`src/rtl/alarm_pkg.sv`:
```
package alarm_pkg;

    // Field lane order shared by the write decoder and the time bus
    localparam int unsigned LANE_MIN  = 0;
    localparam int unsigned LANE_HOUR = 1;
    localparam int unsigned LANE_DAY  = 2;
    localparam int unsigned LANE_WDAY = 3;

    // Match tracker states
    typedef enum logic [0:0] {
        ST_WAIT = 1'b0,   // no match in progress, flag may be set
        ST_HOLD = 1'b1    // match already reported
    } match_state_t;

endpackage

```
`src/rtl/alarm_regs.sv`:
```
module alarm_regs #(
    parameter int unsigned NUM   = 4,
    parameter int unsigned VAL_W = 7,
    parameter int unsigned SEL_W = 2
) (
    input  logic               clk,
    input  logic               rst_n,
    input  logic               wr_en,
    input  logic [SEL_W-1:0]   wr_sel,
    input  logic [VAL_W:0]     wr_data,
    output logic [NUM*VAL_W-1:0] val_flat,
    output logic [NUM-1:0]     dis
);

    genvar g;
    generate
        for (g = 0; g < NUM; g++) begin : g_lane
            logic [VAL_W-1:0] val_q;
            logic             dis_q;

            always_ff @(posedge clk or negedge rst_n) begin
                if (!rst_n) begin
                    val_q <= '0;
                    dis_q <= 1'b1;
                end else if (wr_en && (wr_sel == SEL_W'(g))) begin
                    val_q <= wr_data[VAL_W-1:0];
                    dis_q <= wr_data[VAL_W];
                end
            end

            assign val_flat[g*VAL_W +: VAL_W] = val_q;
            assign dis[g]                     = dis_q;
        end
    endgenerate

endmodule

```
`src/rtl/alarm_cmp.sv`:
```
module alarm_cmp #(
    parameter int unsigned NUM   = 4,
    parameter int unsigned VAL_W = 7
) (
    input  logic [NUM*VAL_W-1:0] cur_flat,
    input  logic [NUM*VAL_W-1:0] val_flat,
    input  logic [NUM-1:0]       dis,
    output logic                 match
);

    logic [NUM-1:0] lane_ok;

    genvar g;
    generate
        for (g = 0; g < NUM; g++) begin : g_cmp
            always_comb begin
                lane_ok[g] = dis[g] ||
                    (cur_flat[g*VAL_W +: VAL_W] == val_flat[g*VAL_W +: VAL_W]);
            end
        end
    endgenerate

    always_comb begin
        match = (~&dis) && (&lane_ok);
    end

endmodule

```
`src/rtl/alarm_fsm.sv`:
```
module alarm_fsm
    import alarm_pkg::*;
(
    input  logic         clk,
    input  logic         rst_n,
    input  logic         match,
    input  logic         flag_clr,
    output match_state_t state,
    output logic         flag
);

    match_state_t nxt;
    logic         set_evt;

    // State register
    always_ff @(posedge clk or negedge rst_n) begin
        if (!rst_n) begin
            state <= ST_WAIT;
        end else begin
            state <= nxt;
        end
    end

    // Transitions: match_seen and match_gone
    always_comb begin
        nxt = state;
        unique case (state)
            ST_WAIT: if (match)  nxt = ST_HOLD;
            ST_HOLD: if (!match) nxt = ST_WAIT;
            default: nxt = ST_WAIT;
        endcase
    end

    // Output process: flag set on match_seen; set has priority over clear
    always_comb begin
        set_evt = (state == ST_WAIT) && match;
    end

    always_ff @(posedge clk or negedge rst_n) begin
        if (!rst_n) begin
            flag <= 1'b0;
        end else if (set_evt) begin
            flag <= 1'b1;
        end else if (flag_clr) begin
            flag <= 1'b0;
        end
    end

endmodule

```
`src/rtl/alarm_match_top.sv`:
```
module alarm_match_top
    import alarm_pkg::*;
#(
    parameter int unsigned NUM_FIELDS = 4,
    parameter int unsigned VAL_W      = 7,
    localparam int unsigned SEL_W     = (NUM_FIELDS > 1) ? $clog2(NUM_FIELDS) : 1,
    localparam int unsigned BUS_W     = NUM_FIELDS * VAL_W
) (
    input  logic             clk,
    input  logic             rst_n,
    input  logic [BUS_W-1:0] cur_time,
    input  logic             wr_en,
    input  logic [SEL_W-1:0] wr_sel,
    input  logic [VAL_W:0]   wr_data,
    input  logic             flag_clr,
    input  logic             irq_en,
    output logic             alarm_flag,
    output logic             alarm_irq
);

    logic [BUS_W-1:0]      fld_val;
    logic [NUM_FIELDS-1:0] fld_dis;
    logic                  cmp_match;
    match_state_t          fsm_state;

    alarm_regs #(
        .NUM   (NUM_FIELDS),
        .VAL_W (VAL_W),
        .SEL_W (SEL_W)
    ) u_regs (
        .clk      (clk),
        .rst_n    (rst_n),
        .wr_en    (wr_en),
        .wr_sel   (wr_sel),
        .wr_data  (wr_data),
        .val_flat (fld_val),
        .dis      (fld_dis)
    );

    alarm_cmp #(
        .NUM   (NUM_FIELDS),
        .VAL_W (VAL_W)
    ) u_cmp (
        .cur_flat (cur_time),
        .val_flat (fld_val),
        .dis      (fld_dis),
        .match    (cmp_match)
    );

    alarm_fsm u_fsm (
        .clk      (clk),
        .rst_n    (rst_n),
        .match    (cmp_match),
        .flag_clr (flag_clr),
        .state    (fsm_state),
        .flag     (alarm_flag)
    );

    always_comb begin
        alarm_irq = alarm_flag && irq_en;
    end

endmodule

```
`config.mk`:
```
export PLATFORM = sky130hd
export DESIGN_NAME = alarm_match_top
export DESIGN_NICKNAME = d
export VERILOG_FILES = /design/src/rtl/alarm_pkg.sv /design/src/rtl/alarm_regs.sv /design/src/rtl/alarm_cmp.sv /design/src/rtl/alarm_fsm.sv /design/src/rtl/alarm_match_top.sv
export SDC_FILE = /design/constraint.sdc
export NUM_CORES = 1
export LEC_CHECK = 0
export ABC_AREA = 1
export BUFFER_PORTS_ARGS = -buffer_cell sky130_fd_sc_hd__buf_2
export CORE_ASPECT_RATIO = 1.25
export CORE_MARGIN = 3
export CORE_UTILIZATION = 30
export CTS_CLUSTER_DIAMETER = 80
export DETAILED_ROUTE_END_ITERATION = 16
export GPL_TIMING_DRIVEN = 0
export PLACE_DENSITY_LB_ADDON = 0.05
export SKIP_LAST_GASP = 1
export SLEW_MARGIN = 20
export SYNTH_ARGS = -nofsm -noshare
export SYNTH_HDL_FRONTEND = slang
export SYNTH_SLANG_ARGS = --single-unit
export TNS_END_PERCENT = 1
```
`constraint.sdc`:
```
create_clock -name clk -period 2.8 [get_ports clk]
set_input_delay 0.42 -clock clk [delete_from_list [all_inputs] [get_ports clk]]
set_output_delay 0.42 -clock clk [all_outputs]
set_load 0.005 [all_outputs]
```
==> results.md <==
* Status: completed
* Max Fanout on Critical Path at 3
* Drt pass-1 iters at 4
* Vias in the first global route at between 1500 and 2000
* Clock transition at path regs at 0.07 ns
* Clk sinks at 34
* Initial antenna violation count at 0
* RSZ-0062 raised after global routing: no
* GPL Wtd Cong at ~0.71
* Core Util, Final at 38.37%
* Syn. warnings at 0
* Avg Vias per Cell at roughly 4
* CP Launch Point: u_fsm.flag
* Htree depth at 2
* Pwr Density at roughly 540 mW/mm^2
* Core Rows at 31
* Post-DRT Antenna Nets at 0
* Synthesized area per cell at roughly 6.5 um^2
* Root buf cell: clkbuf_8
* Layout cell share with drive strength beyond 1 at 16.57%
* Tot GR Track Use at between 10% and 20%
* Largest net degree at the start of global routing at 35
* Post-synthesis sequential area ratio at between 40% and 50%
* Post-synthesis cell type count at 14
* DRC viols at 0
* WS Path Type: flip-flop to output port
* Final HPWL DP at roughly 3400 um
* Pre-CTS setup slack at 1.340 ns
* Net Count, Synth at between 300 and 400
* Met2 Use GR at 21.58%
* First-pass GRT wire length at 7762 um
* Slew headroom at about 48%
* Area grow syn2layout at 21.25%
* Fmax at 0.7689 GHz
* Hold Path Class: input pin to async pin
* Setup TNS at 0 ns
* Core Box Area at between 0.005 and 0.006 mm^2
* DR iter-0 viols at 77
* FF-to-FF Start: u_regs.g_lane[2].val_q[2]
* CTS tree: yes
* Least-Margin Pin Slew at approximately 0.8 ns
* Post-Syn Area at 0.001878 mm^2
* Layout Nets at ~380
* Initial Util at about a third
* Met1 track demand over resource at between 10% and 20%
* Skew final at 0.006909 ns
* Clk_lat worst skew at 0.28 ns
* Hold_buf cts at 0
* Yosys reg bits at 34
* Critical Path End Type: output port
* # diodes at 0
* Busiest layer in global routing: met2
* Final hold viol count at 0
* Clock buffer count from CTS at 5
* Tmin final at about 1.3 ns
* Vias at 1684
* Clk buf depth at 2
* Final worst slack at approximately 1.5 ns
* WP data required at ~2.4 ns
* WP data arrival at just under 0.9 ns
* Static leakage at between 1 and 1.5 nW
* Max_cap viols at 0
* Die area at 0.007252 mm^2
* Grt total ovfl at 0
* VDD IR-drop max at around 220 uV
* Fin crit share at 46.45%
* Post-CTS Resized at 0
* Die X-Extent at approximately 77 um
* Cell depth of the worst flop-to-flop path at 9
* DIE HEIGHT at about 94 um
* Post-Synthesis Cells at 287
* Port Buffers at 44
* CP Launch Type: flip-flop
* Number of setup buffers added after CTS at 0
* Routed wire per std cell at 10.82 um
* Final wirelength at around 4500 um
* Slew Viols, Final at 0
* Grt met3 use at 3.912%
* # setup viols final at 0
* # IOs at 45
==> placed cells by master (no fill, tap or decap) <==
cell,count
nand2_1,126
inv_1,66
buf_2,45
o21ai_0,32
dfrtp_1,30
nor2_1,14
nand3_1,6
clkbuf_1,5
clkbuf_8,5
dfstp_2,4
o21bai_2,1
xor2_1,1
xnor2_1,1
o21bai_1,1
nor2_2,1
==> where the power goes <==
part	total (W)	internal [W]	switching [W]
clock network	0.000340	0.000171	0.000169
registers	0.000632	0.000573	0.0000580
logic	0.000251	0.000109	0.000143
==> cells by family (layout without fill, tap and decap cells) <==
family	count (synthesis)	count (layout)	share of synthesized area, %
and+or+nand+nor	147	147	29.91
buffers and inverters	70	121	14.06
AOI/OAI and AO/OA	34	34	9.527
DFF	34	34	45.57
xor gates and xnor gates	2	2	0.9329
==> flip-flops by register name, summed over array words and instances, names as in the netlist <==
| register | cells |
|---|---|
| u_fsm.flag | 1 |
| u_regs.g_lane.val_q | 28 |
| u_fsm.state | 1 |
| u_regs.g_lane.dis_q | 4 |
==> area by class of cell <==
type                            instances  area [um^2]
Inverter                               66        247.7
Tap cell                               82        102.6
Timing Repair Buffer                   44        220.2
Sequential cell                        34        855.8
Clock buffer                            7        76.32
Fill cell                             678         3657
Buffer                                  4        16.27
Multi-Input combinational cell        183        758.2
==> routing by layer <==
metal / vias up / routed length [um]
li1: 935 / -
met1: 710 / 2226
met2: 37 / 2044
met3: 2 / 238
met4: 0 / 36
met5: - / 0
==> cells in the mapped netlist <==
| cell type | instances | area share (%) |
|---|---|---|
| inv_1 | 66 | 13 |
| buf_2 | 1 | 0.27 |
| o21bai_1 | 1 | 0.40 |
| xnor2_1 | 1 | 0.47 |
| o21ai_0 | 32 | 8.5 |
| nor2_1 | 14 | 2.8 |
| o21bai_2 | 1 | 0.60 |
| dfrtp_1 | 30 | 40 |
| dfstp_2 | 4 | 5.6 |
| xor2_1 | 1 | 0.47 |
| clkbuf_1 | 3 | 0.60 |
| nor2_2 | 1 | 0.33 |
| nand3_1 | 6 | 1.6 |
| nand2_1 | 126 | 25 |
==> final timing paths <==
kind,endpoint,slack (ns)
max,alarm_irq,1.50
min,u_regs.g_lane[0].val_q[0],0.22
max reg2reg,u_fsm.flag,1.56
min reg2reg,u_fsm.flag,0.47
max in group asynchronous,u_regs.g_lane[1].val_q[4],2.09
min in group clk,u_fsm.flag,0.36
==> worst max-delay path: stages, from the launching register on <==
cell     delay [ns]
dfrtp_1        0.39
nand2_1        0.07
inv_1          0.03
buf_2          0.11
==> through the flow <==
stage	cell area (um^2)	hold WS (ns)	power [W]	cells
6_report	2277	0.2215	0.001223	420
5_1_grt	2277	0.2797	0.001337	420
4_1_cts	2277	0.2416	0.001246	420
3_5_place_dp	2201	0.4730	0.0008975	413
3_3_place_gp	2201	0.4659	0.0008914	413
2_1_floorplan	1878	0.1244	0.0007988	287
Power figures use the tool's default switching activity.
